--- src/rtl/dma_xe_pkg.sv ---
package dma_xe_pkg;
  typedef enum logic {CHAN_BYTE = 1'b0, CHAN_WORD = 1'b1} chan_kind_e;
  localparam int unsigned ADDR_W = 16;
  localparam int unsigned PAGE_W = 8;
endpackage

--- src/rtl/dma_xe_addr_ctr.sv ---
module dma_xe_addr_ctr #(
  parameter int unsigned ADDR_W = dma_xe_pkg::ADDR_W,
  parameter int unsigned PAGE_W = dma_xe_pkg::PAGE_W
) (
  input  logic              clk,
  input  logic              rst_n,
  input  logic              load,
  input  logic              step,
  input  logic [ADDR_W-1:0] ld_addr,
  input  logic [PAGE_W-1:0] ld_page,
  output logic [ADDR_W-1:0] addr_q,
  output logic [PAGE_W-1:0] page_q
);
  localparam logic [ADDR_W-1:0] ONE = ADDR_W'(1);

  always_ff @(posedge clk or negedge rst_n) begin
    if (!rst_n) begin
      addr_q <= '0;
      page_q <= '0;
    end else if (load) begin
      addr_q <= ld_addr;
      page_q <= ld_page;
    end else if (step) begin
      addr_q <= addr_q + ONE;
    end
  end

  p_addr_step_r3: assert property (@(posedge clk) disable iff (!rst_n)
    (step && !load) |=> (addr_q == $past(addr_q) + ONE));
  p_page_fixed_r3: assert property (@(posedge clk) disable iff (!rst_n)
    !load |=> $stable(page_q));
  p_load_copy_r7: assert property (@(posedge clk) disable iff (!rst_n)
    load |=> (addr_q == $past(ld_addr) && page_q == $past(ld_page)));
endmodule

--- src/rtl/dma_xe_count_ctr.sv ---
module dma_xe_count_ctr #(
  parameter int unsigned CNT_W = dma_xe_pkg::ADDR_W
) (
  input  logic             clk,
  input  logic             rst_n,
  input  logic             load,
  input  logic             step,
  input  logic [CNT_W-1:0] ld_count,
  output logic             done_q,
  output logic             tc_q
);
  localparam logic [CNT_W-1:0] ONE = CNT_W'(1);
  logic [CNT_W-1:0] cnt_q;
  logic             last;

  assign last = (cnt_q == '0);

  always_ff @(posedge clk or negedge rst_n) begin
    if (!rst_n) begin
      cnt_q  <= '0;
      done_q <= 1'b1;
      tc_q   <= 1'b0;
    end else if (load) begin
      cnt_q  <= ld_count;
      done_q <= 1'b0;
      tc_q   <= 1'b0;
    end else if (step) begin
      cnt_q  <= cnt_q - ONE;
      done_q <= last;
      tc_q   <= last;
    end else begin
      tc_q   <= 1'b0;
    end
  end

  p_count_step_r4: assert property (@(posedge clk) disable iff (!rst_n)
    (step && !load) |=> (cnt_q == $past(cnt_q) - ONE));
  p_tc_single_r5: assert property (@(posedge clk) disable iff (!rst_n)
    tc_q |=> !tc_q);
  p_tc_after_zero_r5: assert property (@(posedge clk) disable iff (!rst_n)
    $rose(tc_q) |-> ($past(cnt_q) == '0 && done_q));
  p_load_clears_r7: assert property (@(posedge clk) disable iff (!rst_n)
    load |=> (!done_q && !tc_q));
endmodule

--- src/rtl/dma_xe_phys_map.sv ---
module dma_xe_phys_map
  import dma_xe_pkg::*;
#(
  parameter chan_kind_e  CHAN_KIND = CHAN_BYTE,
  parameter int unsigned ADDR_W    = dma_xe_pkg::ADDR_W,
  parameter int unsigned PAGE_W    = dma_xe_pkg::PAGE_W,
  localparam int unsigned PHYS_W   = ADDR_W + PAGE_W
) (
  input  logic [ADDR_W-1:0] addr,
  input  logic [PAGE_W-1:0] page,
  output logic [PHYS_W-1:0] phys,
  output logic [1:0]        lanes
);
  localparam bit IS_WORD = (CHAN_KIND == CHAN_WORD);

  always_comb begin
    if (IS_WORD) phys = {page[PAGE_W-1:1], addr, 1'b0};
    else         phys = {page[PAGE_W-1:1], page[0], addr};
  end

  generate
    if (CHAN_KIND == CHAN_WORD) begin : g_word
      assign lanes = 2'b11;
    end else begin : g_byte
      assign lanes = {addr[0], ~addr[0]};
    end
  endgenerate
endmodule

--- src/rtl/dma_xfer_engine.sv ---
module dma_xfer_engine
  import dma_xe_pkg::*;
#(
  parameter chan_kind_e CHAN_KIND = CHAN_BYTE
) (
  input  logic                 clk,
  input  logic                 rst_n,
  input  logic                 load,
  input  logic [ADDR_W-1:0]    ld_addr,
  input  logic [ADDR_W-1:0]    ld_count,
  input  logic [PAGE_W-1:0]    ld_page,
  input  logic                 xfer_valid,
  output logic                 xfer_ready,
  output logic [ADDR_W+PAGE_W-1:0] phys_addr,
  output logic [1:0]           byte_en,
  output logic                 term_count
);
  logic [ADDR_W-1:0] addr_q;
  logic [PAGE_W-1:0] page_q;
  logic              done_q;
  logic              step;

  assign xfer_ready = ~done_q;
  assign step       = xfer_valid & xfer_ready;

  dma_xe_addr_ctr #(.ADDR_W(ADDR_W), .PAGE_W(PAGE_W)) u_addr (
    .clk(clk), .rst_n(rst_n), .load(load), .step(step),
    .ld_addr(ld_addr), .ld_page(ld_page),
    .addr_q(addr_q), .page_q(page_q)
  );

  dma_xe_count_ctr #(.CNT_W(ADDR_W)) u_count (
    .clk(clk), .rst_n(rst_n), .load(load), .step(step),
    .ld_count(ld_count), .done_q(done_q), .tc_q(term_count)
  );

  dma_xe_phys_map #(.CHAN_KIND(CHAN_KIND), .ADDR_W(ADDR_W), .PAGE_W(PAGE_W)) u_map (
    .addr(addr_q), .page(page_q), .phys(phys_addr), .lanes(byte_en)
  );

  p_tc_blocks_r6: assert property (@(posedge clk) disable iff (!rst_n)
    term_count |-> !xfer_ready);
  p_idle_hold_r6: assert property (@(posedge clk) disable iff (!rst_n)
    (!xfer_ready && !load) |=> ($stable(phys_addr) && !xfer_ready));
  p_load_ready_r7: assert property (@(posedge clk) disable iff (!rst_n)
    load |=> xfer_ready);
endmodule

--- config.mk ---
export PLATFORM = sky130hd
export DESIGN_NAME = dma_xfer_engine
export DESIGN_NICKNAME = d
export VERILOG_FILES = /design/src/rtl/dma_xe_pkg.sv /design/src/rtl/dma_xe_addr_ctr.sv /design/src/rtl/dma_xe_count_ctr.sv /design/src/rtl/dma_xe_phys_map.sv /design/src/rtl/dma_xfer_engine.sv
export SDC_FILE = /design/constraint.sdc
export NUM_CORES = 1
export LEC_CHECK = 0
export BUFFER_PORTS_ARGS = -buffer_cell sky130_fd_sc_hd__clkbuf_2
export CORE_UTILIZATION = 45
export CTS_CLUSTER_SIZE = 12
export DETAILED_ROUTE_END_ITERATION = 7
export GPL_TIMING_DRIVEN = 1
export PLACE_DENSITY = 0.78
export SYNTH_ARGS = -nofsm -noshare
export SYNTH_HDL_FRONTEND = slang
export SYNTH_SLANG_ARGS = --single-unit
export TNS_END_PERCENT = 1
--- constraint.sdc ---
create_clock -name clk -period 1.51 [get_ports clk]
set_input_delay 0.0755 -clock clk [delete_from_list [all_inputs] [get_ports clk]]
set_output_delay 0.0755 -clock clk [all_outputs]
set_load 0.02 [all_outputs]
==> impl_metrics.env <==
export IMPL_avgSynthCellArea_sq_um=9.903
export IMPL_skew_ns=0.009223
export IMPL_synth_mux_area_share_pct=4.553
export IMPL_synth_simple_area_share_pct=24.08
export IMPL_antenna_found_initial=0
export IMPL_synth_area_top_cells="dfrtp_1 (47%), o21ai_0 (6.6%), xor2_1 (6.4%)"
export IMPL_tns_ns=-0.4283
export IMPL_grt_usage_pct=22.62
export IMPL_worstMarginPinSlew_ns=0.3204
export IMPL_p_per_area_mw_per_mm2=939.2
export IMPL_syn_nets=268
export IMPL_synth_main_ff_cell="dfrtp_1"
export IMPL_synth_edff_count=0
export IMPL_rsz0062_at_grt="yes"
export IMPL_cp_required_ns=1.75
export IMPL_cts_buffer_depth=2
export IMPL_vias=2050
export IMPL_hold_path_class="input pin to flip-flop"
export IMPL_numCtsBuffers=5
export IMPL_ys_types=44
export IMPL_synth_top_area_share_pct=46.67
export IMPL_dp_hpwl_mm=3.891
export IMPL_dr_pass1_iters=4
export IMPL_synth_top_family_by_area="simple AND/OR/NAND/NOR gates"
export IMPL_floorplan_initialDensity_pct=46.54
export IMPL_ir_worst_vdd_mv=0.5064
export IMPL_grt_pass1_wl_mm=9.059
export IMPL_instances_no_fill=405
export IMPL_fp_coreArea_sq_mm=0.004723
export IMPL_slowest_stage="or4_4"
export IMPL_fmax_mhz=610.4
export IMPL_ys_async_sr_fraction_pct=100.0
export IMPL_grt_max_degree=43
export IMPL_setup_slack_ns=-0.1282
export IMPL_die_h_microns=71.90
export IMPL_worstPathCellList="nor4_4, buf_4, nand4_4, or4_4, a21oi_2"
export IMPL_drive_gt1_share_pct=40.83
export IMPL_worstSkewPairLatency_ns=0.30
export IMPL_drv_slew=0
export IMPL_path_class="flip-flop to flip-flop"
export IMPL_fin_nets=383
export IMPL_dp_cells=381
export IMPL_grt_pass1_vias=2055
export IMPL_final_util_pct=66.91
export IMPL_power_leakage_nw=1.430
export IMPL_dieWidth_microns=71.90
export IMPL_yosys_top_cells_count="dfrtp_1 (41), nand2_1 (32), o21ai_0 (29), xor2_1 (16), nand4_1 (10)"
export IMPL_fin_area_sq_mm=0.003161
export IMPL_synth_area_leader_cell="dfrtp_1"
export IMPL_fillerInstances=372
export IMPL_root_buffer="clkbuf_8"
export IMPL_syn_inst=222
export IMPL_start_kind="flip-flop"
export IMPL_max_slew_margin_pct=78.44
export IMPL_yosysMostFrequentCell="dfrtp_1"
export IMPL_maxCapViolCount=0
export IMPL_violations="negative setup slack"
export IMPL_ys_warn_count=0
export IMPL_routabilityCongestion=0.7934
export IMPL_path_clk_slew_ns=0.08
export IMPL_drt_initial_drc_count=117
export IMPL_min_period_over_period_pct=108.5
export IMPL_status="finished, violations left"
export IMPL_hold_violations=0
export IMPL_io_buffers=71
export IMPL_antenna_cells=0
export IMPL_synthAdderAreaFrac_pct=1.138
export IMPL_max_stage_delay_ns=0.46
export IMPL_area_growth_pct=43.77
export IMPL_yosysSeqAreaShare_pct=47.87
export IMPL_synth_xor_area_share_pct=9.163
export IMPL_setup_viol=6
export IMPL_syn_area_sq_mm=0.002198
export IMPL_hold_slack_ns=0.001832
export IMPL_drc_errors=0
export IMPL_synth_compound_area_share_pct=10.13
export IMPL_path_max_fanout=3
export IMPL_arrival_ns=1.88
export IMPL_die_area_sq_mm=0.005169
export IMPL_worst_setup_path_end_kind="flip-flop"
export IMPL_num_io_pins=72
export IMPL_cts_tree="built"
export IMPL_antenna_left=0
export IMPL_grt_ovfl_total=0
export IMPL_viasPerCell=5.062
export IMPL_wl_mm=5.310
export IMPL_wire_per_inst_microns=13.11
export IMPL_ys_seq_elements=42
export IMPL_h_tree_depth=2
export IMPL_cts_sinks=42
export IMPL_num_rows=25
export IMPL_placed_area_sq_mm=0.002846
export IMPL_period_needed_ns=1.638
[cell families (layout without fill, tap and decap cells)]
logic type / count (synthesis) / count (layout)
muxes: 9 / 9
buffers and inverters: 16 / 132
AOI/OAI and AO/OA: 40 / 40
and+or+nand+nor: 90 / 90
xor gates and xnor gates: 23 / 23
DFF: 42 / 42
adders and majority gates: 2 / 2
[path summary, 6_finish.rpt]
| path | startpoint | to | slack (ns) | cells past startpoint |
|---|---|---|---|---|
| max | u_count.cnt_q[9] | u_count.done_q | -0.13 | 5 |
| min | ld_addr[12] | u_addr.addr_q[12] | 0.002 | 3 |
| max reg2reg | u_count.cnt_q[9] | u_count.done_q | -0.13 | 5 |
| min reg2reg | u_addr.page_q[2] | u_addr.page_q[2] | 0.52 | 1 |
| max in group asynchronous | rst_n | u_count.done_q | 0.96 | 3 |
| min in group asynchronous | rst_n | u_count.cnt_q[6] | 0.29 | 3 |
[through the flow]
step	setup WS, ns	total power [mW]
floorplan	-0.1144	1.721
global placement	-0.05974	2.023
detailed placement	-0.1383	2.049
CTS	-0.1098	2.972
global route	-0.2199	3.130
finish	-0.1282	2.968
[critical path: cells and delay by family (launching register included)]
family	cells	cell delay, ns
and+or+nand+nor	3	0.86
AOI/OAI and AO/OA	1	0.14
DFF	1	0.41
buffers and inverters	1	0.17
[registers in the layout, summed over array words and instances, names as in the netlist]
signal          count
u_addr.addr_q      16
u_count.cnt_q      16
u_addr.page_q       8
u_count.done_q      1
u_count.tc_q        1
[layout by cell type, fill, tap and decap left out, types with 2 or more instances in the layout]
master / instances
o21ai_0: 22
clkbuf_8: 5
dfrtp_1: 40
or4_4: 2
nand4b_1: 2
nor3_4: 2
nand3_1: 6
xnor2_1: 7
inv_1: 5
dlygate4sd3_1: 16
and4b_2: 2
buf_4: 29
o21ai_1: 8
nor3_1: 3
nor2_1: 7
nand2_1: 32
or3_1: 5
mux2_2: 8
and4_1: 2
clkbuf_2: 71
nand4_1: 10
and2_1: 2
a31oi_1: 5
nand3_2: 2
xor2_1: 16
[per-layer routing]
layer | global-route usage [%] | part of all wire, %
met1 | 28.53 | 44
met2 | 39.10 | 51
met3 | 4.861 | 4.0
met4 | 6.972 | 1.1
met5 | 0 | 0
[what timing repair did]
action | CTS | global route
resized for setup | 4 | 16
pin swaps | 4 | 11
hold endpoints to repair | 57 | 0
buffers inserted | 0 | 0
endpoints found under the setup margin | 12 | 19
hold buffers | 16 | 0
[power breakdown]
group          internal (mW)  switching (mW)
Combinational          0.353           0.390
Sequential              1.24           0.102
Clock                  0.493           0.394
[area by class of cell]
cell class | instances | area (sq um) | area share (%)
clock buffers | 6 | 72.57 | 2.296
clock inverters | 2 | 37.54 | 1.188
inverters | 6 | 22.52 | 0.7126
multi-input cells | 164 | 1126 | 35.63
flip-flops and latches | 42 | 1054 | 33.33
well taps | 67 | 83.83 | 2.652
repair buffers | 118 | 764.5 | 24.19
Power figures use the tool's default switching activity.
